==> src/rtl/sdcmd_pkg.sv <==
package sdcmd_pkg;

  typedef enum logic [2:0] {
    ST_IDLE,
    ST_ARM,
    ST_TX,
    ST_WAIT,
    ST_RX
  } seq_st_e;

  localparam logic [2:0] A_ARG  = 3'd0;
  localparam logic [2:0] A_CTRL = 3'd1;
  localparam logic [2:0] A_STAT = 3'd2;
  localparam logic [2:0] A_RSP0 = 3'd3;

  localparam int B_HOST  = 6;
  localparam int B_START = 8;
  localparam int B_WANT  = 9;
  localparam int B_LONG  = 10;

  localparam int F_BUSY = 8;
  localparam int F_FIN  = 9;
  localparam int F_TMO  = 10;
  localparam int F_SENT = 11;
  localparam int F_CRC  = 12;

  localparam int CTRL_W = 11;

  function automatic logic [6:0] crc7_of40(input logic [39:0] d);
    logic [6:0] c;
    logic       fb;
    c = 7'd0;
    for (int i = 39; i >= 0; i--) begin
      fb = d[i] ^ c[6];
      c  = {c[5:3], c[2] ^ fb, c[1:0], fb};
    end
    return c;
  endfunction

endpackage

==> src/rtl/sdcmd_clkgen.sv <==
module sdcmd_clkgen #(
  parameter int CLK_DIV = 4
) (
  input  logic clk,
  input  logic rst_n,
  output logic sd_clk,
  output logic rise_en,
  output logic fall_en
);
  localparam int CW   = (CLK_DIV > 2) ? $clog2(CLK_DIV) : 1;
  localparam int HALF = CLK_DIV / 2;

  logic [CW-1:0] cnt_q, cnt_d;
  logic          sclk_q, sclk_d;

  always_comb begin
    fall_en = (cnt_q == CW'(CLK_DIV - 1));
    rise_en = (cnt_q == CW'(HALF - 1));
    cnt_d   = fall_en ? '0 : cnt_q + 1'b1;
    sclk_d  = (cnt_d >= CW'(HALF));
  end

  always_ff @(posedge clk or negedge rst_n) begin
    if (!rst_n) begin
      cnt_q  <= '0;
      sclk_q <= 1'b0;
    end else begin
      cnt_q  <= cnt_d;
      sclk_q <= sclk_d;
    end
  end

  assign sd_clk = sclk_q;


  edge_excl_chk: assert property (@(posedge clk) disable iff (!rst_n)
    $onehot0({rise_en, fall_en}));


  rise_high_chk: assert property (@(posedge clk) disable iff (!rst_n)
    rise_en |=> sd_clk);

endmodule

==> src/rtl/sdcmd_seq.sv <==
module sdcmd_seq
  import sdcmd_pkg::*;
#(
  parameter int RSP_TIMEOUT = 64
) (
  input  logic         clk,
  input  logic         rst_n,
  input  logic         rise_en,
  input  logic         fall_en,
  input  logic         start,
  input  logic [5:0]   start_idx,
  input  logic         start_host,
  input  logic         start_want,
  input  logic         start_long,
  input  logic [31:0]  start_arg,
  input  logic         cmd_i,
  output logic         cmd_o,
  output logic         cmd_oe,
  output logic         busy,
  output logic         evt_sent,
  output logic         evt_done,
  output logic         evt_tmo,
  output logic         evt_crc,
  output logic         long_rsp,
  output logic [135:0] rx_frame
);
  localparam int TW = $clog2(RSP_TIMEOUT + 1);
  localparam logic [TW-1:0] TMO_LAST = TW'(RSP_TIMEOUT - 1);

  seq_st_e        st_q, st_d;
  logic [47:0]    tx_q, tx_d;
  logic [7:0]     n_q, n_d;
  logic [TW-1:0]  t_q, t_d;
  logic [135:0]   rx_q, rx_d;
  logic           want_q, want_d, long_q, long_d, chk_q, chk_d;
  logic           o_q, o_d, oe_q, oe_d;
  logic [39:0]    head;
  logic [135:0]   rx_shift;
  logic [7:0]     rx_last;

  always_comb begin
    head     = {1'b0, start_host, start_idx, start_arg};
    rx_shift = {rx_q[134:0], cmd_i};
    rx_last  = long_q ? 8'd135 : 8'd47;
    st_d     = st_q;
    tx_d     = tx_q;
    n_d      = n_q;
    t_d      = t_q;
    rx_d     = rx_q;
    want_d   = want_q;
    long_d   = long_q;
    chk_d    = chk_q;
    o_d      = o_q;
    oe_d     = oe_q;
    evt_sent = 1'b0;
    evt_done = 1'b0;
    evt_tmo  = 1'b0;
    evt_crc  = 1'b0;
    case (st_q)
      ST_IDLE: begin
        if (start) begin
          tx_d   = {head, crc7_of40(head), 1'b1};
          want_d = start_want;
          long_d = start_want & start_long;
          chk_d  = !((start_idx == 6'd1) || (start_idx == 6'd41));
          st_d   = ST_ARM;
        end
      end
      ST_ARM: begin
        if (fall_en) begin
          oe_d = 1'b1;
          o_d  = tx_q[47];
          tx_d = {tx_q[46:0], 1'b1};
          n_d  = 8'd1;
          st_d = ST_TX;
        end
      end
      ST_TX: begin
        if (fall_en) begin
          if (n_q == 8'd48) begin
            oe_d     = 1'b0;
            o_d      = 1'b1;
            evt_sent = 1'b1;
            t_d      = '0;
            st_d     = want_q ? ST_WAIT : ST_IDLE;
          end else begin
            o_d  = tx_q[47];
            tx_d = {tx_q[46:0], 1'b1};
            n_d  = n_q + 8'd1;
          end
        end
      end
      ST_WAIT: begin
        if (rise_en) begin
          if (!cmd_i) begin
            rx_d = rx_shift;
            n_d  = 8'd1;
            st_d = ST_RX;
          end else if (t_q == TMO_LAST) begin
            evt_tmo = 1'b1;
            st_d    = ST_IDLE;
          end else begin
            t_d = t_q + 1'b1;
          end
        end
      end
      ST_RX: begin
        if (rise_en) begin
          rx_d = rx_shift;
          n_d  = n_q + 8'd1;
          if (n_q == rx_last) begin
            evt_done = 1'b1;
            evt_crc  = chk_q && !long_q &&
                       (crc7_of40(rx_shift[47:8]) != rx_shift[7:1]);
            st_d     = ST_IDLE;
          end
        end
      end
      default: st_d = ST_IDLE;
    endcase
  end

  always_ff @(posedge clk or negedge rst_n) begin
    if (!rst_n) begin
      st_q   <= ST_IDLE;
      tx_q   <= '0;
      n_q    <= '0;
      t_q    <= '0;
      rx_q   <= '0;
      want_q <= 1'b0;
      long_q <= 1'b0;
      chk_q  <= 1'b0;
      o_q    <= 1'b1;
      oe_q   <= 1'b0;
    end else begin
      st_q   <= st_d;
      tx_q   <= tx_d;
      n_q    <= n_d;
      t_q    <= t_d;
      rx_q   <= rx_d;
      want_q <= want_d;
      long_q <= long_d;
      chk_q  <= chk_d;
      o_q    <= o_d;
      oe_q   <= oe_d;
    end
  end

  assign cmd_o    = o_q;
  assign cmd_oe   = oe_q;
  assign busy     = (st_q != ST_IDLE);
  assign long_rsp = long_q;
  assign rx_frame = rx_shift;


  oe_busy_chk: assert property (@(posedge clk) disable iff (!rst_n)
    cmd_oe |-> busy);


  fall_only_chk: assert property (@(posedge clk) disable iff (!rst_n)
    !$stable(cmd_o) |-> $past(fall_en));


  tmo_excl_chk: assert property (@(posedge clk) disable iff (!rst_n)
    !(evt_tmo && evt_done));

endmodule

==> src/rtl/sdcmd_host.sv <==
module sdcmd_host
  import sdcmd_pkg::*;
#(
  parameter int CLK_DIV     = 4,
  parameter int RSP_TIMEOUT = 64
) (
  input  logic        clk,
  input  logic        rst_n,
  input  logic        reg_we,
  input  logic [2:0]  reg_addr,
  input  logic [31:0] reg_wdata,
  output logic [31:0] reg_rdata,
  output logic        sd_clk,
  output logic        cmd_o,
  output logic        cmd_oe,
  input  logic        cmd_i
);
  localparam int NRSP = 4;

  logic              rise_en, fall_en, busy;
  logic              evt_sent, evt_done, evt_tmo, evt_crc, long_rsp;
  logic [135:0]      rx_frame;
  logic [31:0]       arg_q, arg_d;
  logic [CTRL_W-1:0] ctrl_q, ctrl_d;
  logic              sent_q, sent_d, fin_q, fin_d, tmo_q, tmo_d, crc_q, crc_d;
  logic [31:0]       rsp_q [NRSP];
  logic [31:0]       rsp_d [NRSP];
  logic              wr_arg, wr_ctrl, wr_stat, start;

  sdcmd_clkgen #(.CLK_DIV(CLK_DIV)) clkgen_i (
    .clk     (clk),
    .rst_n   (rst_n),
    .sd_clk  (sd_clk),
    .rise_en (rise_en),
    .fall_en (fall_en)
  );

  sdcmd_seq #(.RSP_TIMEOUT(RSP_TIMEOUT)) seq_i (
    .clk        (clk),
    .rst_n      (rst_n),
    .rise_en    (rise_en),
    .fall_en    (fall_en),
    .start      (start),
    .start_idx  (reg_wdata[5:0]),
    .start_host (reg_wdata[B_HOST]),
    .start_want (reg_wdata[B_WANT]),
    .start_long (reg_wdata[B_LONG]),
    .start_arg  (arg_q),
    .cmd_i      (cmd_i),
    .cmd_o      (cmd_o),
    .cmd_oe     (cmd_oe),
    .busy       (busy),
    .evt_sent   (evt_sent),
    .evt_done   (evt_done),
    .evt_tmo    (evt_tmo),
    .evt_crc    (evt_crc),
    .long_rsp   (long_rsp),
    .rx_frame   (rx_frame)
  );

  always_comb begin
    wr_arg  = reg_we && (reg_addr == A_ARG);
    wr_ctrl = reg_we && (reg_addr == A_CTRL) && !busy;
    wr_stat = reg_we && (reg_addr == A_STAT);
    start   = wr_ctrl && reg_wdata[B_START];

    arg_d  = wr_arg ? reg_wdata : arg_q;
    ctrl_d = ctrl_q;
    if (wr_ctrl) begin
      ctrl_d          = reg_wdata[CTRL_W-1:0];
      ctrl_d[B_START] = 1'b0;
    end

    sent_d = evt_sent ? 1'b1 : ((wr_stat && reg_wdata[F_SENT]) ? 1'b0 : sent_q);
    fin_d  = evt_done ? 1'b1 : ((wr_stat && reg_wdata[F_FIN])  ? 1'b0 : fin_q);
    tmo_d  = evt_tmo  ? 1'b1 : ((wr_stat && reg_wdata[F_TMO])  ? 1'b0 : tmo_q);
    crc_d  = evt_crc  ? 1'b1 : ((wr_stat && reg_wdata[F_CRC])  ? 1'b0 : crc_q);
  end

  for (genvar w = 0; w < NRSP; w++) begin : g_rsp
    always_comb begin
      if (long_rsp) rsp_d[w] = rx_frame[127 - 32*w -: 32];
      else if (w == 0) rsp_d[w] = rx_frame[39:8];
      else rsp_d[w] = '0;
    end
    always_ff @(posedge clk or negedge rst_n) begin
      if (!rst_n) rsp_q[w] <= '0;
      else if (evt_done) rsp_q[w] <= rsp_d[w];
    end
  end

  always_ff @(posedge clk or negedge rst_n) begin
    if (!rst_n) begin
      arg_q  <= '0;
      ctrl_q <= '0;
      sent_q <= 1'b0;
      fin_q  <= 1'b0;
      tmo_q  <= 1'b0;
      crc_q  <= 1'b0;
    end else begin
      arg_q  <= arg_d;
      ctrl_q <= ctrl_d;
      sent_q <= sent_d;
      fin_q  <= fin_d;
      tmo_q  <= tmo_d;
      crc_q  <= crc_d;
    end
  end

  always_comb begin
    reg_rdata = '0;
    case (reg_addr)
      A_ARG:  reg_rdata = arg_q;
      A_CTRL: reg_rdata = {{(32-CTRL_W){1'b0}}, ctrl_q};
      A_STAT: begin
        reg_rdata[F_BUSY] = busy;
        reg_rdata[F_FIN]  = fin_q;
        reg_rdata[F_TMO]  = tmo_q;
        reg_rdata[F_SENT] = sent_q;
        reg_rdata[F_CRC]  = crc_q;
      end
      3'd3, 3'd4, 3'd5, 3'd6: reg_rdata = rsp_q[reg_addr - A_RSP0];
      default: reg_rdata = '0;
    endcase
  end


  ctrl_hold_chk: assert property (@(posedge clk) disable iff (!rst_n)
    (reg_we && (reg_addr == A_CTRL) && busy) |=> $stable(ctrl_q));


  done_flag_chk: assert property (@(posedge clk) disable iff (!rst_n)
    $fell(busy) |-> (sent_q && (fin_q || tmo_q || !cmd_oe)));


  crc_with_fin_chk: assert property (@(posedge clk) disable iff (!rst_n)
    evt_crc |=> (fin_q && crc_q));

endmodule

==> config.mk <==
export PLATFORM = sky130hd
export DESIGN_NAME = sdcmd_host
export DESIGN_NICKNAME = d
export VERILOG_FILES = /design/src/rtl/sdcmd_pkg.sv /design/src/rtl/sdcmd_clkgen.sv /design/src/rtl/sdcmd_seq.sv /design/src/rtl/sdcmd_host.sv
export SDC_FILE = /design/constraint.sdc
export NUM_CORES = 1
export LEC_CHECK = 0
export BUFFER_PORTS_ARGS = -buffer_cell sky130_fd_sc_hd__buf_2
export CAP_MARGIN = 25
export CELL_PAD_IN_SITES_DETAIL_PLACEMENT = 0
export CELL_PAD_IN_SITES_GLOBAL_PLACEMENT = 1
export CORE_UTILIZATION = 25
export DETAILED_ROUTE_END_ITERATION = 10
export PLACE_DENSITY = 0.53
export SYNTH_ARGS = -nofsm -noshare
export SYNTH_HDL_FRONTEND = slang
export SYNTH_HIERARCHICAL = 1
export SYNTH_SLANG_ARGS = --single-unit
==> constraint.sdc <==
create_clock -name clk -period 3.2 [get_ports clk]
set_input_delay 0.48 -clock clk [delete_from_list [all_inputs] [get_ports clk]]
set_output_delay 0.48 -clock clk [all_outputs]
set_load 0.02 [all_outputs]
==> results of run 1 <==
[what timing repair did]
item                      CTS  global route
setup buffers               0             0
gates resized for setup     0             0
hold endpoints to repair   58             0
hold buffers                1             0
[flip-flops by register name, summed over array words and instances (netlist names)]
register and cells:
clkgen_i/cnt_q 2, seq_i/cmd_o 1, arg_q 32, seq_i/chk_q 1
seq_i/want_q 1, fin_q 1, seq_i/n_q 8, tmo_q 1
crc_q 1, ctrl_q 10, seq_i/st_q 3, seq_i/cmd_oe 1
seq_i/tx_q 48, seq_i/rx_q 127, seq_i/t_q 7, sent_q 1
rsp_q 128, seq_i/long_rsp 1
[layer usage]
layer	up-vias	wire length (um)
met1	5995	23500
met4	2	1170
li1	5611	-
met3	71	1510
met5	-	13
met2	162	23200
[worst max-delay path: stages, from the launching register on]
cell and delay (ns):
dfrtp_1 0.44, xnor2_1 0.27, xnor3_2 0.54, xnor2_2 0.22
xnor3_1 0.47, or4_1 0.55, nand4b_1 0.11, a31oi_1 0.09
a21o_1 0.16
[worst paths after layout]
| kind | start | endpoint | depth (start not counted) |
|---|---|---|---|
| setup / recovery | seq_i/rx_q[41]$_DFFE_PN0P_ | crc_q$_DFFE_PN0P_ | 8 |
| hold / removal | reg_wdata[14] | arg_q[14]$_DFFE_PN0P_ | 2 |
| setup reg to reg | seq_i/rx_q[41]$_DFFE_PN0P_ | crc_q$_DFFE_PN0P_ | 8 |
| hold reg to reg | clkgen_i/cnt_q[0]$_DFF_PN0_ | clkgen_i/cnt_q[0]$_DFF_PN0_ | 1 |
| max in group asynchronous | rst_n | seq_i/rx_q[85]$_DFFE_PN0P_ | 3 |
| min in group asynchronous | rst_n | ctrl_q[1]$_DFFE_PN0P_ | 2 |
[cells in the final DEF, fill, tap and decap left out, types with 11 or more instances in the layout]
cell type / count
a21o_1: 18
a21oi_1: 37
a22o_1: 30
buf_12: 15
buf_2: 73
buf_4: 27
clkbuf_1: 12
clkbuf_16: 44
clkbuf_8: 14
dfrtp_1: 372
inv_1: 103
mux2_2: 160
mux2i_1: 75
mux4_2: 32
nand2_1: 77
nand2b_1: 11
nand3_1: 114
nor2_1: 52
nor2b_1: 11
o21ai_0: 160
xnor2_1: 72
xnor3_1: 30
xor2_1: 17
[area by class of cell]
| class | count | area (um^2) | share of cell area, % |
|---|---|---|---|
| Inverter | 103 | 387 | 1.79 |
| Tap cell | 1030 | 1290 | 5.96 |
| Multi-Input combinational cell | 989 | 8260 | 38.2 |
| Clock buffer | 70 | 1340 | 6.19 |
| Sequential cell | 374 | 9360 | 43.3 |
| Clock inverter | 7 | 92.6 | 0.428 |
| Timing Repair Buffer | 117 | 893 | 4.13 |
[metrics by stage]
step / utilization [%] / cell area (um^2) / hold slack [ns] / power, mW / setup slack [ns]
CTS: 28.4 / 21600 / 0.0950 / 15.7 / 0.203
global route: 28.4 / 21600 / 0.109 / 16.4 / 0.103
floorplan: - / 19300 / 0.184 / 9.46 / 0.189
finish: 28.4 / 21600 / 0.136 / 15.5 / 0.230
global placement: 26.5 / 20200 / 0.437 / 10.6 / 0.271
detailed placement: 26.5 / 20200 / 0.449 / 10.6 / 0.240
[report_power, final]
group	switching (mW)	internal, mW
clock	2.01	2.95
sequential	0.429	5.22
combinational	2.37	2.50
==> flow_summary_export.csv, run 1 <==
group,metric,value,unit
outcome,outcome,"finished clean",
route,antenna_left,0,
die,initial_core_util,25.4,%
route,drcViolationCount,0,
critical_path,endpoint_kind,"flip-flop",
sta,hold_viol_final,0,
sta,setup_tns,0,ns
clock_tree,clk_pin_slew,0.06,ns
clock_tree,cts_max_path_buffers,3,
place,io_buffer_count,73,
global_routing,gr-max-usage-layer,"met2",
place,placed_cells,2612,
critical_path,cp.arrival,3.43,ns
route,wl_per_cell,18.4,um
yosys,syn-num-nets,1741,
die,die_y,280,um
die,dieArea,78500,um^2
global_routing,antenna_found_initial,2,
global_routing,grt_pass1_wl,77300,um
hold_path,hold_class,"in2reg",
sta,fmax,337,MHz
power,powerDensity,716,nW/um^2
clock_tree,cts_tree,"done",
sta,slew_headroom,32.8,%
critical_path,r2r_setup_slack,0.23,ns
final_layout,fin_cells,2690,
final_layout,fillers,7835,
sta,rsz0062_at_grt,"false",
clock_tree,htreeDepth,2,
yosys,syn_avg_cell_area,11.4,um^2
global_routing,grt.overflow.total,0,
clock_tree,clock_latency,0.58,ns
die,fp-row-count,101,
critical_path,path_class,"reg2reg",
place,gp_congestion,0.789,
global_routing,use_met1,17.6,%
clock_tree,cts.sinks,374,
sta,clock_skew,0.0131,ns
global_routing,grt_use_total,12.8,%
yosys,synthCells,1693,
final_layout,layout-drive-gt1-share,24.0,%
clock_tree,cts_buffers,44,
global_routing,use_met2,20.6,%
route,drt_iter0_markers,683,
flow_run,maxCapViolCount,0,
final_layout,layout.nets,1677,
route,routed_via_density,4.40,
power,ir_worst_vdd,0.491,mV
route,firstDrtPassIters,5,
route,vias,11800,
sta,finalMaxSlewViolations,0,
global_routing,grt_max_degree,131,
route,wl,49400,um
power,p_leak,9.95,nW
place,hpwl,33500,um
sta,fin_crit_sh,92.8,%
critical_path,critPathLaunchType,"flip-flop",
sta,period_needed,2.97,ns
final_layout,syn2layout_area_growth,11.8,%
critical_path,cp.required,3.66,ns
sta,setup_viol,0,
clock_tree,cts-root-buf,"clkbuf_16",
global_routing,use_met3,1.92,%
yosys,yosys_warnings,6,
final_layout,num_antenna_cells,0,
sta,tightestPinTransition,1.01,ns
die,die_w,280,um
die,ios,74,
critical_path,crit_fanout,5,
global_routing,grt_pass1_vias,12500,
die,core_area,76200,um^2
yosys,netlist_area,19300,um^2
No activity file was read; power rests on OpenSTA's default activity.
==> run 2, diff against run 1 <==
PLACE_DENSITY = unset   (was 0.53)
PLACE_DENSITY_LB_ADDON = 0.1   (was unset)
==> flow_summary_export.csv, run 2 (synthesis gave the netlist of run 1 again) <==
group,metric,value,unit
outcome,outcome,"finished clean",
final_layout,layout.nets,1692,
critical_path,endpoint_kind,"flip-flop",
die,die_y,280,um
critical_path,r2r_setup_slack,0.22,ns
route,antenna_left,0,
die,ios,74,
clock_tree,clock_latency,0.61,ns
critical_path,path_class,"reg2reg",
sta,slew_headroom,39.8,%
clock_tree,htreeDepth,2,
critical_path,cp.required,3.67,ns
route,drcViolationCount,0,
sta,clock_skew,0.0284,ns
sta,rsz0062_at_grt,"false",
clock_tree,cts_buffers,48,
final_layout,largest_register_ffs,128,
final_layout,layout-drive-gt1-share,25.2,%
critical_path,cpMaxStageDelayCell,"xnor3_2",
die,initial_core_util,25.4,%
power,ir_worst_vdd,0.652,mV
critical_path,cp_cell_sequence,"xnor2_1 -> xnor3_2 -> xnor2_2 -> xnor3_1 -> or4_1 -> nand4b_1 -> a31oi_1 -> a21o_1",
sta,period_needed,2.98,ns
route,wl_per_cell,20.9,um
clock_tree,cts_tree,"done",
sta,timing.hold.ws,0.118,ns
critical_path,r2r_cells,8,
hold_path,hold_class,"in2reg",
global_routing,grt.overflow.total,0,
route,drt_iter0_markers,541,
critical_path,cp.arrival,3.45,ns
global_routing,grt_pass1_vias,12600,
route,routed_via_density,4.42,
die,fp-row-count,101,
place,gp_congestion,0.764,
hold_path,whs_path_depth,2,
sta,hold_viol_final,0,
route,firstDrtPassIters,5,
sta,setup_viol,0,
clock_tree,cts-root-buf,"clkbuf_16",
critical_path,worst_path_largest_cell_delay,0.54,ns
die,dieArea,78500,um^2
die,core_area,76200,um^2
global_routing,grt_pass1_wl,86300,um
critical_path,regToRegStartpoint,"seq_i/rx_q[41]$_DFFE_PN0P_",
sta,tightestPinTransition,0.894,ns
final_layout,final_common_cell,"dfrtp_1",
critical_path,timing.rr.end,"crc_q$_DFFE_PN0P_",
final_layout,top_register,"rsp_q",
critical_path,critPathLaunchType,"flip-flop",
clock_tree,cts.sinks,374,
flow_run,maxCapViolCount,0,
die,die_w,280,um
power,total_power,16.1,mW
global_routing,grt_use_total,14.7,%
hold_path,min_from,"reg_wdata[20]",
place,hpwl,38900,um
sta,fmax,336,MHz
global_routing,grt_max_degree,131,
final_layout,num_antenna_cells,0,
hold_path,worstHoldEndpoint,"arg_q[20]$_DFFE_PN0P_",
global_routing,antenna_found_initial,2,
clock_tree,clk_pin_slew,0.06,ns
sta,setup_tns,0,ns
power,powerDensity,733,nW/um^2
final_layout,syn2layout_area_growth,13.4,%
sta,fin_crit_sh,93.1,%
route,vias,12000,
clock_tree,cts_max_path_buffers,3,
critical_path,critPathTopFamily,"XOR/XNOR gates",
final_layout,top_regs,"rsp_q: 128 flops, seq_i/rx_q: 127 flops, seq_i/tx_q: 48 flops",
place,io_buffer_count,73,
power,p_leak,10.1,nW
sta,finalMaxSlewViolations,0,
route,wl,56600,um
critical_path,cp.buffers_inverters,0,
critical_path,crit_fanout,5,
final_layout,final_cell_mix,"372 x dfrtp_1, 160 x o21ai_0, 160 x mux2_2",
==> run 2: area by class of cell <==
| class | instances | area [um^2] |
|---|---|---|
| Clock buffer | 72 | 1440 |
| Clock inverter | 16 | 141 |
| Fill cell | 7916 | 54300 |
| Inverter | 103 | 387 |
| Multi-Input combinational cell | 989 | 8270 |
| Sequential cell | 374 | 9360 |
| Tap cell | 1030 | 1290 |
| Timing Repair Buffer | 128 | 1040 |
==> run 2: metrics by stage <==
step | setup slack, ns | area, um^2 | instances | utilization [%]
final | 0.222 | 21900 | 2712 | 28.8
after global routing | 0.0596 | 21900 | 2712 | 28.8
after CTS | 0.209 | 21900 | 2712 | 28.8
after detailed placement | 0.258 | 20300 | 2623 | 26.7
after global placement | 0.274 | 20300 | 2623 | 26.7
after floorplan | 0.189 | 19300 | 1693 | -
==> run 2: how the worst max path moves through the flow <==
stage | start | end | slack [ns] | cells past startpoint
final | seq_i/rx_q[41]$_DFFE_PN0P_ | crc_q$_DFFE_PN0P_ | 0.22 | 8
after global routing | seq_i/rx_q[41]$_DFFE_PN0P_ | crc_q$_DFFE_PN0P_ | 0.06 | 8
after CTS | seq_i/rx_q[41]$_DFFE_PN0P_ | crc_q$_DFFE_PN0P_ | 0.21 | 8
after detailed placement | seq_i/rx_q[41]$_DFFE_PN0P_ | crc_q$_DFFE_PN0P_ | 0.26 | 8
after global placement | seq_i/rx_q[41]$_DFFE_PN0P_ | crc_q$_DFFE_PN0P_ | 0.27 | 8
after floorplan | seq_i/st_q[2]$_DFFE_PN0P_ | seq_i/tx_q[34]$_DFFE_PN0P_ | 0.19 | 15
==> run 2: layer usage <==
| layer | global-route usage (%) | up-vias | part of all wire (%) |
|---|---|---|---|
| li1 | - | 5672 | - |
| met1 | 20.9 | 6106 | 49 |
| met2 | 23.2 | 141 | 46 |
| met3 | 2.22 | 64 | 3.0 |
| met4 | 3.91 | 0 | 2.0 |
| met5 | 0 | - | 0 |
==> run 2: timing repair <==
| item | CTS | global route |
|---|---|---|
| hold buffers | 1 | 0 |
| gates resized for setup | 0 | 0 |
| buffers inserted | 0 | 0 |
| endpoints found under the hold margin | 60 | 0 |
==> run 2: power by group <==
part,internal [mW],switching [mW]
logic,2.49,2.51
registers,5.22,0.443
clock network,3.19,2.22
total,10.9,5.17
==> run 2: worst reg2reg max path, delay by kind of cell, from the launching register on <==
kind / cells / cell delay (ns)
AND/OR/NAND/NOR: 2 / 0.63
AO/OA/AOI/OAI: 2 / 0.25
XOR/XNOR: 4 / 1.53
flip-flops: 1 / 0.44
